File: src/rtl/intx_agg_pkg.sv
package intx_agg_pkg;
  localparam int LETTERS = 4;
  localparam int LW      = 2;

  typedef enum logic [LW-1:0] {LTR_A = 2'd0, LTR_B = 2'd1, LTR_C = 2'd2, LTR_D = 2'd3} letter_e;

  // lowest set index of a letter vector (0 when empty)
  function automatic logic [LW-1:0] first_set(input logic [LETTERS-1:0] v);
    logic [LW-1:0] idx;
    idx = '0;
    for (int k = LETTERS - 1; k >= 0; k--) begin
      if (v[k]) idx = LW'(k);
    end
    return idx;
  endfunction

  // mask of all letters with a lower code than idx
  function automatic logic [LETTERS-1:0] below_mask(input logic [LW-1:0] idx);
    logic [LETTERS-1:0] m;
    for (int k = 0; k < LETTERS; k++) m[k] = (LW'(k) < idx);
    return m;
  endfunction

  // one-hot decode of a letter code
  function automatic logic [LETTERS-1:0] letter_hot(input logic [LW-1:0] idx);
    logic [LETTERS-1:0] m;
    for (int k = 0; k < LETTERS; k++) m[k] = (LW'(k) == idx);
    return m;
  endfunction
endpackage

File: src/rtl/intx_track.sv
module intx_track
  import intx_agg_pkg::*;
#(
  parameter int NUM_PORTS = 4,
  parameter int PORT_W    = 2
) (
  input  logic               clk,
  input  logic               rst,
  input  logic               ev_valid,
  input  logic               ev_assert,
  input  logic [LW-1:0]      ev_letter,
  input  logic [PORT_W-1:0]  ev_port,
  output logic [LETTERS-1:0] vwire,
  output logic               ev_hit
);
  logic [LETTERS-1:0] trk [NUM_PORTS];
  logic [NUM_PORTS-1:0] port_sel;
  logic [LETTERS-1:0] ltr_sel;

  assign ltr_sel = letter_hot(ev_letter);

  for (genvar p = 0; p < NUM_PORTS; p++) begin : g_port
    assign port_sel[p] = ev_valid && ({1'b0, ev_port} == (PORT_W + 1)'(p));
    always_ff @(posedge clk) begin
      if (rst) begin
        trk[p] <= '0;
      end else if (port_sel[p]) begin
        for (int k = 0; k < LETTERS; k++) begin
          if (ltr_sel[k]) trk[p][k] <= ev_assert;
        end
      end
    end
  end

  assign ev_hit = |port_sel;

  always_comb begin
    vwire = '0;
    for (int p = 0; p < NUM_PORTS; p++) vwire = vwire | trk[p];
  end
endmodule

File: src/rtl/intx_pending.sv
module intx_pending
  import intx_agg_pkg::*;
(
  input  logic               clk,
  input  logic               rst,
  input  logic [LETTERS-1:0] vwire,
  input  logic               acc,
  input  logic [LW-1:0]      acc_letter,
  input  logic               acc_type,
  output logic [LETTERS-1:0] pend,
  output logic [LETTERS-1:0] sent
);
  logic [LETTERS-1:0] acc_hot;
  assign acc_hot = letter_hot(acc_letter);

  for (genvar k = 0; k < LETTERS; k++) begin : g_ltr
    always_ff @(posedge clk) begin
      if (rst) begin
        sent[k] <= 1'b0;
      end else if (acc && acc_hot[k]) begin
        sent[k] <= acc_type;
      end
    end
    assign pend[k] = vwire[k] ^ sent[k];
  end
endmodule

File: src/rtl/intx_arbiter.sv
module intx_arbiter
  import intx_agg_pkg::*;
(
  input  logic [LETTERS-1:0] pend,
  input  logic [LETTERS-1:0] vwire,
  output logic               offer,
  output logic [LW-1:0]      pick,
  output logic               pick_type,
  output logic [LETTERS-1:0] grant
);
  assign offer     = |pend;
  assign pick      = first_set(pend);
  assign pick_type = vwire[pick];
  assign grant     = offer ? letter_hot(pick) : '0;
endmodule

File: src/rtl/intx_aggregator.sv
module intx_aggregator
  import intx_agg_pkg::*;
#(
  parameter int NUM_PORTS = 4,
  localparam int PORT_W = (NUM_PORTS > 1) ? $clog2(NUM_PORTS) : 1
) (
  input  logic              clk,
  input  logic              rst,
  input  logic              in_valid,
  input  logic              in_assert,
  input  logic [1:0]        in_letter,
  input  logic [PORT_W-1:0] in_port,
  output logic              up_valid,
  input  logic              up_ready,
  output logic              up_assert,
  output logic [1:0]        up_letter,
  output logic [3:0]        wire_state
);
  logic [LETTERS-1:0] vwire;
  logic [LETTERS-1:0] pend_vec;
  logic [LETTERS-1:0] sent_vec;
  logic [LETTERS-1:0] grant_vec;
  logic               ev_hit;
  logic               handshake;
  logic               offer;
  logic [LW-1:0]      pick;
  logic               pick_type;

  intx_track #(.NUM_PORTS(NUM_PORTS), .PORT_W(PORT_W)) u_track (
    .clk       (clk),
    .rst       (rst),
    .ev_valid  (in_valid),
    .ev_assert (in_assert),
    .ev_letter (in_letter),
    .ev_port   (in_port),
    .vwire     (vwire),
    .ev_hit    (ev_hit)
  );

  intx_pending u_pend (
    .clk        (clk),
    .rst        (rst),
    .vwire      (vwire),
    .acc        (handshake),
    .acc_letter (pick),
    .acc_type   (pick_type),
    .pend       (pend_vec),
    .sent       (sent_vec)
  );

  intx_arbiter u_arb (
    .pend      (pend_vec),
    .vwire     (vwire),
    .offer     (offer),
    .pick      (pick),
    .pick_type (pick_type),
    .grant     (grant_vec)
  );

  assign handshake  = offer && up_ready;
  assign up_valid   = offer;
  assign up_letter  = pick;
  assign up_assert  = pick_type;
  assign wire_state = vwire;
endmodule

File: config.mk
export PLATFORM = sky130hd
export DESIGN_NAME = intx_aggregator
export DESIGN_NICKNAME = d
export VERILOG_FILES = /design/src/rtl/intx_agg_pkg.sv /design/src/rtl/intx_track.sv /design/src/rtl/intx_pending.sv /design/src/rtl/intx_arbiter.sv /design/src/rtl/intx_aggregator.sv
export SDC_FILE = /design/constraint.sdc
export NUM_CORES = 1
export LEC_CHECK = 0
export ABC_AREA = 1
export CAP_MARGIN = 20
export CORE_MARGIN = 1.5
export CORE_UTILIZATION = 50
export DETAILED_ROUTE_END_ITERATION = 12
export DONT_BUFFER_PORTS = 1
export GPL_ROUTABILITY_DRIVEN = 1
export MAX_ROUTING_LAYER = met4
export PLACE_DENSITY_LB_ADDON = 0.12
export SETUP_SLACK_MARGIN = 0.1
export SLEW_MARGIN = 20
export SYNTH_ARGS = -nofsm -noshare
export SYNTH_HDL_FRONTEND = slang
export SYNTH_SLANG_ARGS = --single-unit
File: constraint.sdc
create_clock -name clk -period 2.6 [get_ports clk]
set_input_delay 0.13 -clock clk [delete_from_list [all_inputs] [get_ports clk]]
set_output_delay 0.13 -clock clk [all_outputs]
set_load 0.03 [all_outputs]
Word-level counts from Yosys, hierarchy flattened
Memory sizes are Yosys's and may differ from the RTL's.
Index checks and enable logic that the tools add are counted.
{ "classes": {"muxes": 76, "bitwise": 23, "n_eq_ne": 9, "n_lt_le_gt_ge": 1, "reduce_logical": 13} }
{ "ops": {"columns": ["operator", "n"], "rows": [
  ["$mux 1", 71],
  ["$or 1x1->1", 16],
  ["$or 4x4->4", 3],
  ["$logic_and 1x1->1", 9],
  ["$eq 2x2->1 const A", 4],
  ["$mux 2", 4],
  ["$logic_not 2->1", 3],
  ["$eq 1x2->1 const A", 2],
  ["$eq 2x2->1 const B", 2],
  ["$reduce_or 4->1", 1],
  ["$xor 1x1->1", 4],
  ["$lt 2x3->1 const B", 1],
  ["$bmux 1 s2", 1],
  ["$eq 2x1->1 const B", 1]
]} }
{ "totals": {"mem_count": 1, "reg_bits": 4, "ramBits": 16, "out_inout_bits": 8, "wordCells": 127} }
{ "mem_list": {"columns": ["name", "words", "word_bits", "rd", "rd_clocked_by_memory_dff", "wr", "line", "source"], "rows": [
  ["u_track.trk", 4, 4, 4, 0, 4, "intx_track.sv:16", "logic [LETTERS-1:0] trk [NUM_PORTS];"]
]} }

Longest topological paths before layout
An unclocked memory read counts as a cell.
{ "logic_depth": {"word_depth": 11, "ltp_mapped": 13} }

By module
Synthesis repeated with hierarchy kept, for this count alone.
{ "hier_totals": {"hier_cells": 161, "area_unflattened_um2": 1202.4} }
{ "by_module_without_submodules": {"columns": ["mod", "n_inst", "seq_area_each_um2", "area_each_um2", "cells_per_inst"], "rows": [
  ["intx_track", 1, 480.5, 825.8, 96],
  ["intx_pending", 1, 80.1, 222.7, 35],
  ["intx_arbiter", 1, 0.0, 146.4, 28],
  ["intx_aggregator", 1, 0.0, 7.5, 2]
]} }

Worst setup path before layout
Ideal clock, no wire load.
{ "synth_path": {"path_kind": "register to output", "startpoint": "memory u_track.trk[3][3]", "endpoint": "output port up_assert", "n_path_buf": 0, "setup_slack_ns": 1.012, "t_arrival_ns": 1.458, "path_stages_with_launch": 12, "path_cell_list": "edfxtp_1 -> nor2_2 -> nand2_2 -> nand2_2 -> nand2_4 -> nand2_2 -> nand2_4 -> nand2_4 -> nand2_1 -> nand2_1 -> nand2_2 -> nand2_1"} }
{ "synth_lines": {"columns": ["element", "line", "source"], "rows": [
  ["start, declared", "intx_track.sv:16", null],
  ["end, declared", "intx_aggregator.sv:15", "output logic up_assert,"]
]} }

==> reports/qor.yml <==
run_status:
  status: "finished, final reports clean"
detailed_routing:
  ant_nets: 0
  drt_wl_total_um: 2330
  drcViolationCount: 0
  wl_per_cell_um: 11.3
  via_per_inst: 5.06
  drt_pass1_iterations: 6
  drtIter0Drc: 24
  vias: 1038
worst_setup_path:
  cp_data_required_time_ns: 2.47
  r2r_cells: 11
  cp_max_fo: 6
  worst-setup-path-type: "reg -> out"
  r2r_end: "u_pend.sent[2]"
  ff2ff_setup_slack_ns: 0.85
  crit_path_end_kind: "primary output"
  worstSetupStartpointType: "flip-flop"
  arrival_ns: 1.96
  rr_startpoint: "u_track.trk[3][1]"
timing:
  setup_viol: 0
  worst_pin_slew_ns: 0.508
  tns_ns: 0
  period_needed_ns: 2.09
  worst_hold_slack_ns: 0.0740
  finalClockSkew_ns: 0.00513
  max_freq_mhz: 479
  hold_violations: 0
  slew_headroom_pct: 65.8
  post-route-period-util_pct: 80.3
  finalMaxSlewViolations: 0
  rsz0062_at_grt: "no"
cts:
  post_cts_buffers: 0
  cts_root_buf: "clkbuf_4"
  h-tree-depth: 1
  cts_sinks: 20
  cts.clk_slew.worst_paths_ns: 0.11
  cts_buffers: 3
  clkLatencyLatePin_ns: 0.32
  tritoncts: "built"
  clockBufferDepth: 2
pwr:
  leakagePower_nw: 0.585
  power_density_nw_per_um2: 506
  report.power.total_mw: 0.685
  ir_worst_vdd_mv: 0.315
layout:
  utilization_pct: 55.1
  multiInputGateArea_um2: 648
  fill_cells: 233
  final_cell_mix: "nand2_1, nor2_1, inv_1"
  layout_commonest_cell: "nand2_1"
  regArea_um2: 561
  finalNetCount: 186
  areaGrowthSynthToFinish_pct: 4.74
  design_area_um2: 1350
  drive_gt1_share_pct: 21.7
  diodes: 0
global_routing:
  grt_pass1_wl_um: 3660
  grt.overflow.total: 0
  track_usage_pct: 18.6
  antenna_found_initial: 0
  grt_pass1_vias: 935
  grt_max_degree: 18
floorplan:
  fp.dieW_um: 53.8
  fp.dieArea_um2: 2900
  die_h_um: 53.8
  start_util_pct: 52.7
  core.rowCount: 18
  io_pins: 17
  placeableCoreArea_um2: 2450
yosys:
  synth_cell_type_count: 16
  ys_warn_count: 0
  synth-seq-area-share_pct: 43.4
  synth_seq_cells: 20
  syn-num-nets: 182
  synth_area_per_cell_um2: 7.47
  syn_area_um2: 1290
  synth_cells: 173
hold_path:
  min_path_cells: 5
  hold_path.class: "in -> reg"
  hp-start: "up_ready"
  hold_end: "u_pend.sent[3]"
placement:
  placed_area_um2: 1320
  dp_hpwl_um: 1860
  port-buffer-count: 0
  gpl.final_weighted_congestion: 0.697
flow_run:
  cap_viol_max_count: 0
## sequential cells by signal (all words and copies together) (netlist names)
| register | cells |
|---|---|
| u_pend.sent | 4 |
| u_track.trk | 16 |
## power breakdown
part	switching (mW)	total [mW]	internal, mW
combinational	0.112	0.155	0.0430
sequential	0.0121	0.377	0.365
clock	0.0985	0.153	0.0544
## layer usage
metal	part of all wire, %	vias to the layer above	global-route usage, %
li1	-	541	-
met1	43	457	20.7
met2	49	36	32.5
met3	6.0	4	3.61
met4	1.7	0	7.69
met5	0	-	-
## metrics by stage
stage | std cells | setup slack [ns]
floorplan | 173 | 1.01
global placement | 201 | 0.897
detailed placement | 201 | 0.862
CTS | 205 | 0.520
global route | 205 | 0.386
finish | 205 | 0.512
## worst max path at each step
stage	slack, ns	cells past startpoint	start	endpoint
after global routing	0.39	11	u_track.trk[2][2]	up_assert
after floorplan	1.01	11	u_track.trk[3][3]	up_assert
final	0.51	11	u_track.trk[2][2]	up_assert
after global placement	0.90	13	u_track.trk[2][2]	u_pend.sent[1]
after detailed placement	0.86	11	u_track.trk[2][2]	up_assert
after CTS	0.52	11	u_track.trk[2][2]	up_assert
## critical path, cell delays in order, from the launching register on
cell      delay [ns]
edfxtp_1        0.41
nor2_2          0.17
nand2_2         0.19
nand2_2         0.11
nand2_2         0.07
nand2_2         0.08
nand2_4         0.06
nand2_4         0.08
nand2_1         0.06
nand2_1         0.08
nand2_2         0.08
nand2_1         0.25
## cells in the mapped netlist (all sizes together)
cell | count | share of area (%)
nand2 | 72 | 27
dfxtp | 4 | 6.2
inv | 19 | 5.5
nor2 | 37 | 15
clkinv | 1 | 0.29
nand3 | 15 | 5.8
nor3 | 4 | 1.5
nand4 | 1 | 0.48
a21oi | 2 | 0.77
clkbuf | 1 | 0.29
edfxtp | 16 | 37
buf | 1 | 0.39
## area by class of cell
| cell class | count | area share [%] |
|---|---|---|
| Multi-Input combinational cell | 131 | 47.9 |
| Sequential cell | 20 | 41.4 |
| Inverter | 20 | 5.55 |
| Tap cell | 30 | 2.77 |
| Clock buffer | 3 | 1.66 |
| Timing Repair Buffer | 1 | 0.739 |
## logic make-up (layout without fill, tap and decap cells)
kind of cell,count (synthesis),count (layout),share of synthesized area (%)
compound gates,2,2,0.774
flops,20,20,43.4
buf+inv,22,24,6.49
simple gates,129,129,49.4
## what timing repair did
item                                   CTS  global route
hold buffers                             1             0
endpoints found under the hold margin    4             0
gates resized for setup                  0             0
(Power assumes the default switching activity.)
